--- src/rtl/oc_pkg.sv ---
package oc_pkg;
    localparam int LEVEL_BIT = 0;
    localparam int IE_BIT    = 6;
    localparam int FLAG_BIT  = 6;

    typedef struct packed {
        logic level;
        logic irq_en;
    } ctl_t;

    typedef struct packed {
        logic flag;
        logic arm;
        logic pin;
    } evt_t;
endpackage

--- src/rtl/oc_regfile.sv ---
module oc_regfile
    import oc_pkg::*;
#(
    parameter int BUS_W  = 8,
    parameter int CNT_W  = 16,
    parameter int ADDR_W = 8,
    parameter logic [ADDR_W-1:0] LO_ADDR  = 8'h17,
    parameter logic [ADDR_W-1:0] CTL_ADDR = 8'h12,
    parameter logic [ADDR_W-1:0] STS_ADDR = 8'h13
) (
    input  logic              clk,
    input  logic              rst_n,
    input  logic [ADDR_W-1:0] bus_addr_i,
    input  logic              bus_wr_i,
    input  logic              bus_rd_i,
    input  logic [BUS_W-1:0]  bus_wdata_i,
    input  logic              flag_i,
    output logic [BUS_W-1:0]  bus_rdata_o,
    output logic [CNT_W-1:0]  cmp_o,
    output ctl_t              ctl_o,
    output logic              hi_wr_o,
    output logic              lo_wr_o,
    output logic              lo_acc_o,
    output logic              sts_rd_o
);
    localparam int NB = CNT_W / BUS_W;

    logic [NB-1:0] sel;
    ctl_t ctl_d, ctl_q;

    // byte g of the compare value lives at LO_ADDR - g (upper byte at lower address)
    for (genvar g = 0; g < NB; g++) begin : g_byte
        logic [BUS_W-1:0] byte_d, byte_q;
        assign sel[g] = (bus_addr_i == ADDR_W'(int'(LO_ADDR) - g));
        always_comb begin
            byte_d = byte_q;
            if (bus_wr_i && sel[g]) byte_d = bus_wdata_i;
        end
        // compare bytes deliberately keep their contents through reset
        always_ff @(posedge clk) begin
            byte_q <= byte_d;
        end
        assign cmp_o[g*BUS_W +: BUS_W] = byte_q;
    end

    always_comb begin
        ctl_d = ctl_q;
        if (bus_wr_i && bus_addr_i == CTL_ADDR) begin
            ctl_d.level  = bus_wdata_i[LEVEL_BIT];
            ctl_d.irq_en = bus_wdata_i[IE_BIT];
        end
    end

    always_ff @(posedge clk) begin
        if (!rst_n) ctl_q <= '0;
        else        ctl_q <= ctl_d;
    end

    always_comb begin
        bus_rdata_o = '0;
        for (int i = 0; i < NB; i++) begin
            if (sel[i]) bus_rdata_o = cmp_o[i*BUS_W +: BUS_W];
        end
        if (bus_addr_i == CTL_ADDR) begin
            bus_rdata_o[LEVEL_BIT] = ctl_q.level;
            bus_rdata_o[IE_BIT]    = ctl_q.irq_en;
        end
        if (bus_addr_i == STS_ADDR) bus_rdata_o[FLAG_BIT] = flag_i;
    end

    assign ctl_o    = ctl_q;
    assign hi_wr_o  = bus_wr_i && (|sel[NB-1:1]);
    assign lo_wr_o  = bus_wr_i && sel[0];
    assign lo_acc_o = (bus_wr_i || bus_rd_i) && sel[0];
    assign sts_rd_o = bus_rd_i && (bus_addr_i == STS_ADDR);


    ctl_wr_chk: assert property (@(posedge clk) disable iff (!rst_n)
        (bus_wr_i && bus_addr_i == CTL_ADDR) |=> (ctl_q.level == $past(bus_wdata_i[LEVEL_BIT])));
endmodule

--- src/rtl/oc_match.sv ---
module oc_match #(
    parameter int CNT_W = 16
) (
    input  logic             clk,
    input  logic             rst_n,
    input  logic [CNT_W-1:0] cnt_i,
    input  logic             tick_i,
    input  logic [CNT_W-1:0] cmp_i,
    input  logic             hold_set_i,
    input  logic             hold_clr_i,
    output logic             hit_o
);
    typedef struct packed {
        logic hold;
    } mst_t;

    mst_t st_d, st_q;

    always_comb begin
        st_d = st_q;
        if (hold_set_i)      st_d.hold = 1'b1;
        else if (hold_clr_i) st_d.hold = 1'b0;
        hit_o = tick_i && (cnt_i == cmp_i) && !st_q.hold;
    end

    always_ff @(posedge clk) begin
        if (!rst_n) st_q <= '0;
        else        st_q <= st_d;
    end


    hold_blocks_chk: assert property (@(posedge clk) disable iff (!rst_n)
        hold_set_i |=> !hit_o);


    no_tick_chk: assert property (@(posedge clk) disable iff (!rst_n)
        !tick_i |-> !hit_o);
endmodule

--- src/rtl/oc_flag.sv ---
module oc_flag
    import oc_pkg::*;
(
    input  logic clk,
    input  logic rst_n,
    input  logic hit_i,
    input  logic level_i,
    input  logic sts_rd_i,
    input  logic lo_acc_i,
    output logic flag_o,
    output logic pin_o
);
    evt_t st_d, st_q;

    always_comb begin
        st_d = st_q;
        if (hit_i) st_d.pin = level_i;
        if (lo_acc_i)                st_d.arm = 1'b0;
        else if (sts_rd_i && st_q.flag) st_d.arm = 1'b1;
        if (hit_i)                       st_d.flag = 1'b1;
        else if (lo_acc_i && st_q.arm)   st_d.flag = 1'b0;
    end

    always_ff @(posedge clk) begin
        if (!rst_n) st_q <= '0;
        else        st_q <= st_d;
    end

    assign flag_o = st_q.flag;
    assign pin_o  = st_q.pin;


    pin_follows_chk: assert property (@(posedge clk) disable iff (!rst_n)
        hit_i |=> (pin_o == $past(level_i)));


    set_wins_chk: assert property (@(posedge clk) disable iff (!rst_n)
        hit_i |=> flag_o);


    clear_path_chk: assert property (@(posedge clk) disable iff (!rst_n)
        $fell(flag_o) |-> ($past(lo_acc_i) && $past(st_q.arm)));


    no_arm_keep_chk: assert property (@(posedge clk) disable iff (!rst_n)
        (lo_acc_i && !st_q.arm && flag_o) |=> flag_o);
endmodule

--- src/rtl/oc_unit.sv ---
module oc_unit
    import oc_pkg::*;
#(
    parameter int BUS_W  = 8,
    parameter int CNT_W  = 16,
    parameter int ADDR_W = 8
) (
    input  logic              clk,
    input  logic              rst_n,
    input  logic [CNT_W-1:0]  cnt_i,
    input  logic              cnt_tick_i,
    input  logic [ADDR_W-1:0] bus_addr_i,
    input  logic              bus_wr_i,
    input  logic              bus_rd_i,
    input  logic [BUS_W-1:0]  bus_wdata_i,
    output logic [BUS_W-1:0]  bus_rdata_o,
    output logic              cmp_pin_o,
    output logic              irq_o
);
    logic [CNT_W-1:0] cmp;
    ctl_t ctl;
    logic hi_wr, lo_wr, lo_acc, sts_rd, hit, flag;

    oc_regfile #(.BUS_W(BUS_W), .CNT_W(CNT_W), .ADDR_W(ADDR_W)) u_regs (
        .clk(clk), .rst_n(rst_n),
        .bus_addr_i(bus_addr_i), .bus_wr_i(bus_wr_i), .bus_rd_i(bus_rd_i),
        .bus_wdata_i(bus_wdata_i), .flag_i(flag), .bus_rdata_o(bus_rdata_o),
        .cmp_o(cmp), .ctl_o(ctl), .hi_wr_o(hi_wr), .lo_wr_o(lo_wr),
        .lo_acc_o(lo_acc), .sts_rd_o(sts_rd)
    );

    oc_match #(.CNT_W(CNT_W)) u_match (
        .clk(clk), .rst_n(rst_n), .cnt_i(cnt_i), .tick_i(cnt_tick_i),
        .cmp_i(cmp), .hold_set_i(hi_wr), .hold_clr_i(lo_wr), .hit_o(hit)
    );

    oc_flag u_flag (
        .clk(clk), .rst_n(rst_n), .hit_i(hit), .level_i(ctl.level),
        .sts_rd_i(sts_rd), .lo_acc_i(lo_acc), .flag_o(flag), .pin_o(cmp_pin_o)
    );

    assign irq_o = flag && ctl.irq_en;


    match_sets_chk: assert property (@(posedge clk) disable iff (!rst_n)
        (cnt_tick_i && cnt_i == cmp && $past(rst_n) && !$past(hi_wr) && hit) |=> flag);


    irq_gate_chk: assert property (@(posedge clk) disable iff (!rst_n)
        irq_o |-> ctl.irq_en);
endmodule

--- config.mk ---
export PLATFORM = sky130hd
export DESIGN_NAME = oc_unit
export DESIGN_NICKNAME = d
export VERILOG_FILES = /design/src/rtl/oc_pkg.sv /design/src/rtl/oc_regfile.sv /design/src/rtl/oc_match.sv /design/src/rtl/oc_flag.sv /design/src/rtl/oc_unit.sv
export SDC_FILE = /design/constraint.sdc
export NUM_CORES = 1
export LEC_CHECK = 0
export ABC_AREA = 1
export BUFFER_PORTS_ARGS = -buffer_cell sky130_fd_sc_hd__buf_2
export CAP_MARGIN = 20
export CELL_PAD_IN_SITES_DETAIL_PLACEMENT = 2
export CELL_PAD_IN_SITES_GLOBAL_PLACEMENT = 2
export CORE_MARGIN = 2
export CORE_UTILIZATION = 25
export CTS_BUF_LIST = sky130_fd_sc_hd__clkbuf_4
export DETAILED_ROUTE_END_ITERATION = 7
export PLACE_DENSITY = 0.81
export SLEW_MARGIN = 25
export SYNTH_ARGS = -nofsm -noshare
export SYNTH_HDL_FRONTEND = slang
export SYNTH_HIERARCHICAL = 1
export SYNTH_SLANG_ARGS = --single-unit
--- constraint.sdc ---
create_clock -name clk -period 1.64 [get_ports clk]
set_clock_uncertainty 0.2 [all_clocks]
set_input_delay 0.246 -clock clk [delete_from_list [all_inputs] [get_ports clk]]
set_output_delay 0.246 -clock clk [all_outputs]
set_load 0.02 [all_outputs]
Yosys cells after proc, flatten, opt, wreduce, memory -nomap -nowiden
Cells that the tools add are included.
- register bits after elaboration: 22
- bits of input ports: 37
- output and inout bits: 10
- logic and storage cells: 38
- equality and inequality tests: 5
- muxes and demuxes: 9
- bitwise gates (word level): 1
- reduce and logical (&&, ||, !) cells: 15
- operators by type and width (operator ; number):
    $eq A8 B5 Y1 const B ; 4
    $eq A16 B16 Y1 ; 1
    $mux W8 ; 2
    $logic_and A1 B1 Y1 ; 10
    $mux W1 ; 7
    $reduce_bool A2 Y1 ; 2
    $reduce_or A2 Y1 ; 1
    $logic_not A1 Y1 ; 1
    $logic_or A1 B1 Y1 ; 1
    $not A1 Y1 ; 1

Depth between registers and ports, before layout
- depth after elaboration: 5
- gate-level depth with buffers: 11
- gate-level depth less buffers: 11

Modules after synthesis
The synthesis kept the hierarchy.
- modules (own cells, without submodules) (module ; instances ; cells an instance ; area an instance (um^2) ; seq. area each (um^2)):
    oc_regfile ; 1 ; 88 ; 869.6 ; 520.5
    oc_match ; 1 ; 69 ; 320.3 ; 20.0
    oc_flag ; 1 ; 14 ; 107.6 ; 60.1
    oc_unit ; 1 ; 2 ; 7.5 ; 0.0

Least setup slack after synthesis
Ideal clock, no wire load.
- path type: input to register
- from: in bus_addr_i[5]
- to: reg u_match.st_q
- setup time: 0.115 ns
- data arrival time: 1.411 ns
- data required time: 1.325 ns
- path slack: -0.085 ns
- stages: 8
- buffers on the path: 1
- cell sequence: inv_1 -> nand2_1 -> nor2_4 -> buf_6 -> nand2_2 -> nor2_1 -> nor2_1 -> o21a_1
- longest elaborated chain between the ends: 3
- elaborated cells on any way between the ends: 6
- those cells by class: eq/ne (2); mux (1); reduce/logical (3)
- ends and longest elaborated chain (element ; RTL line ; RTL):
    start, declared ; oc_unit.sv:12 ; input logic [ADDR_W-1:0] bus_addr_i,
    $eq A8 B5 Y1 ; oc_regfile.sv:34 ; assign sel[g] = (bus_addr_i == ADDR_W'(int'(LO_ADDR) - g));
    $logic_and A1 B1 Y1 ; oc_regfile.sv:73 ; assign lo_wr_o = bus_wr_i && sel[0];
    named net lo_wr ; oc_unit.sv:22 ; logic hi_wr, lo_wr, lo_acc, sts_rd, hit, flag;
    $reduce_bool A2 Y1 (no source line) ; -- ;
    end signal, assigned ; oc_match.sv:28 ; else st_q <= st_d;
    end, declared ; oc_match.sv:17 ; mst_t st_d, st_q;
The timed path passes the listed nets, and every way through them passes these cells.
A chain may end at the register's enable or synchronous reset.

Worst setup path after layout
- from: in bus_addr_i[6]
- to: out bus_rdata_o[2]
- longest elaborated chain between the ends: 3
- elaborated cells on any way between the ends: 4
- those cells by class: eq/ne (2); mux (2)
- ends and longest elaborated chain (element ; RTL line ; RTL):
    $eq A8 B5 Y1 ; oc_regfile.sv:34 ;
    $mux W8 ; oc_regfile.sv:62 ; if (sel[i]) bus_rdata_o = cmp_o[i*BUS_W +: BUS_W];
    $mux W8 (*) ; oc_regfile.sv:62 ;
    end, declared ; oc_unit.sv:16 ; output logic [BUS_W-1:0] bus_rdata_o,
Mark *: on every way between the ends. The rest lies on a longest branch, timed or not.

==> results.py <==
metrics = {
    "setup_path": {
        "critical_path_class": "in -> out",
        "critical_path.most_common_cell": "nand2_2",
        "critical_path_peak_fanout": 6,
        "critical_path.slowest_cell": "nor2_4",
        "path_cells": "buf_2 -> inv_2 -> nand2_2 -> nor2_4 -> clkbuf_16 -> nand3_1 -> nand2_2 -> buf_4",
        "nature_of_the_critical_path_endpoint": "output port",
        "critPathArrivalTime_ns": 1.22,
        "rr_worst_depth": 11,
        "critPathLaunch": "bus_addr_i[6]",
        "crit_start_category": "primary input",
        "cp_slowest_stage_delay_ns": 0.22,
        "timing.critical_path.to": "bus_rdata_o[2]",
        "timing.reg2reg.setup_slack_ns": 0.04,
        "rr_startpoint": "u_regs/g_byte[0].byte_q[2]",
        "worst_r2r_endpoint": "u_flag/pin_o",
        "worst_ep_required_time_ns": 1.19,
    },
    "power": {
        "worst_ir_drop_vdd_v": 0.000309,
        "power_per_cell_area_nw_per_um2": 580,
        "leakage_power_of_the_design_nw": 0.983,
    },
    "route": {
        "wl_per_cell_um": 14.5,
        "detailedRoute.firstPassIterationCount": 4,
        "drt_first_iter_violations": 26,
        "viasPerCell": 4.30,
        "detail-route-antenna-nets": 0,
        "drt_wl_total_um": 4550,
        "detail_route.drc_violations": 0,
        "total_vias_in_the_final_route": 1350,
    },
    "global_routing": {
        "grt_overflow": 0,
        "globalRouteTotalUtil_pct": 13.5,
        "number_of_global_route_vias_before_repair": 1399,
        "grt_antenna_before_repair": 0,
        "grt_max_degree": 25,
        "global_route_wire_length_before_repair_um": 6420,
    },
    "finish": {
        "fin_nets": 282,
        "final-instance-count-excl-fill": 314,
        "utilization_pct": 40.3,
        "drive_gt1_share_pct": 41.0,
        "layout-area-overhead-vs-synth_pct": 56.8,
        "antenna_cells": 0,
        "final_cell_area_um2": 2050,
        "fill_cells": 597,
    },
    "timing": {
        "post-route-worst-setup-slack_ns": -0.0249,
        "setup_tns_ns": -0.0443,
        "setup_viol_count_final": 3,
        "slew_viol_final": 0,
        "tightestPinTransition_ns": 0.287,
        "max_slew_margin_pct": 80.8,
        "fin_crit_ns": 1.66,
        "setup_repair_after_global_routing_missed_its_margin": "true",
        "hold-worst-slack_ns": 0.0962,
        "max_freq_ghz": 0.601,
        "hold_viol": 0,
        "period_share_pct": 102,
    },
    "die": {
        "initial_core_util_pct": 25.7,
        "design.portCount": 47,
        "chipHeight_um": 76.3,
        "number_of_core_rows": 26,
        "coreArea_um2": 5070,
        "fp.dieArea_um2": 5810,
        "chipWidth_um": 76.3,
    },
    "logic_synthesis": {
        "post_synth_inst_count": 173,
        "postSynthAreaPerCell_um2": 7.54,
        "synth.most_common_cell": "nand2_1",
        "ys_top_cells_by_area": "edfxtp_1, nand2_1, inv_1",
        "synth.top_cell.area_share_pct": 36.8,
        "synth_edf_count": 16,
        "syn-num-nets": 210,
        "number_of_warnings_printed_during_yosys_synthesis": 6,
        "ys_async_sr_fraction_pct": 0,
        "synth.cell_area_um2": 1310,
        "netlist-cell-type-count": 21,
        "dominantRegCellSynth": "edfxtp_1",
        "ys_seq_elements": 22,
        "yosys-top-cells-count": "nand2_1, inv_1, nand3_1",
        "synth.yosys.seq_area_share_pct": 46.0,
        "post-synth-top-area-cell": "edfxtp_1",
    },
    "placed_design": {
        "detailedPlacementHpwl_um": 3100,
        "gpl.final_weighted_congestion": 0.712,
        "total_cell_area_at_the_placement_stage_um2": 1670,
        "port-buffer-count": 46,
        "placed_instances": 294,
    },
    "flow_run": {
        "max-cap-violations": 0,
    },
    "cts": {
        "clockBufferDepth": 2,
        "htree_depth": 1,
        "cts_buffer_count": 3,
        "clock-sinks": 22,
        "worstSkewPairLatency_ns": 0.31,
        "cts_tree": "yes",
        "clkSlewWorstSetupHoldPaths_ns": 0.14,
        "root_buffer": "clkbuf_4",
    },
    "run_status": {
        "status": "complete, but fails checks",
        "violations": "negative setup slack",
    },
    "hold_path": {
        "min-delay-path-class": "in -> reg",
    },
}
==> metal layers <==
| layer | vias up | share of wire [%] | global-route usage, % |
|---|---|---|---|
| li1 | 676 | - | - |
| met1 | 642 | 42 | 17.5 |
| met2 | 28 | 54 | 23.9 |
| met3 | 4 | 3.4 | 1.78 |
| met4 | 0 | 0.51 | 3.27 |
| met5 | - | 0 | 0 |
==> worst min-delay path by stage <==
stage                               from                          to  slack (ns)  depth (start not counted)
after floorplan           bus_wdata_i[0]  u_regs/g_byte[0].byte_q[0]        0.14                          0
after global placement    bus_wdata_i[3]  u_regs/g_byte[1].byte_q[3]        0.25                          1
after detailed placement  bus_wdata_i[5]  u_regs/g_byte[1].byte_q[5]        0.25                          1
after CTS                       bus_wr_i             u_regs/ctl_o[0]        0.09                          5
after global routing            bus_wr_i             u_regs/ctl_o[0]        0.11                          5
final                           bus_wr_i             u_regs/ctl_o[0]         0.1                          5
==> sequential cells by signal, indices dropped and copies added, names as in the netlist <==
name,cells
u_regs/g_byte.byte_q,16
u_regs/ctl_o,2
u_flag/flag_o,1
u_flag/pin_o,1
u_flag/st_q,1
u_match/st_q,1
==> stage by stage <==
step / worst slack, ns / power [W]
floorplan: 0.0661 / 0.000665
global route: -0.0947 / 0.00124
finish: -0.0249 / 0.00119
global placement: 0.000853 / 0.000732
detailed placement: -0.0375 / 0.000735
CTS: 0.00728 / 0.00117
==> critical path, delay by kind of cell <==
family | cells | cell delay, ns
AND/OR/NAND/NOR | 4 | 0.47
buffers and inverters | 4 | 0.50
==> cell usage in the layout (no fill, tap or decap), drive strengths merged <==
master        n
inv          37
o22ai         1
buf          58
dfxtp         6
clkbuf        5
a21oi         4
nand4         3
o21ai         1
xor2          5
nand2        49
or2           1
dlygate4sd3   9
edfxtp       16
nor2         22
bufinv        1
xnor2         2
nand3        23
o21a          1
==> cells by family (layout without fill, tap and decap cells) <==
logic type	count (synthesis)	count (layout)	synth area share, %
buf+inv	39	110	12.4
flops	22	22	46.0
simple gates	98	98	33.7
xor+xnor	7	7	4.70
compound gates	7	7	3.26
==> power by group <==
group	total, W	internal [W]	switching, W
Sequential	0.000597	0.000596	0.000000825
Clock	0.000423	0.000247	0.000176
Combinational	0.000167	0.0000819	0.0000847
==> final cells by class <==
cell class                      count  area, µm²  share of cell area [%]
Multi-Input combinational cell    112        641                    31.3
Tap cell                           70       87.6                    4.28
Clock inverter                      1       30.0                    1.47
Clock buffer                        3       22.5                    1.10
Timing Repair Buffer               69        526                    25.7
Sequential cell                    22        601                    29.4
Inverter                           37        139                    6.79
==> timing repair <==
action / CTS / global route
gates resized for setup: 2 / 43
endpoints found under the setup margin: 2 / 10
pin swaps: 2 / 19
endpoints found under the hold margin: 19 / 0
buffers inserted: 0 / 5
hold buffers: 9 / 0
gates cloned: 0 / 2
Power figures use the tool's default switching activity.
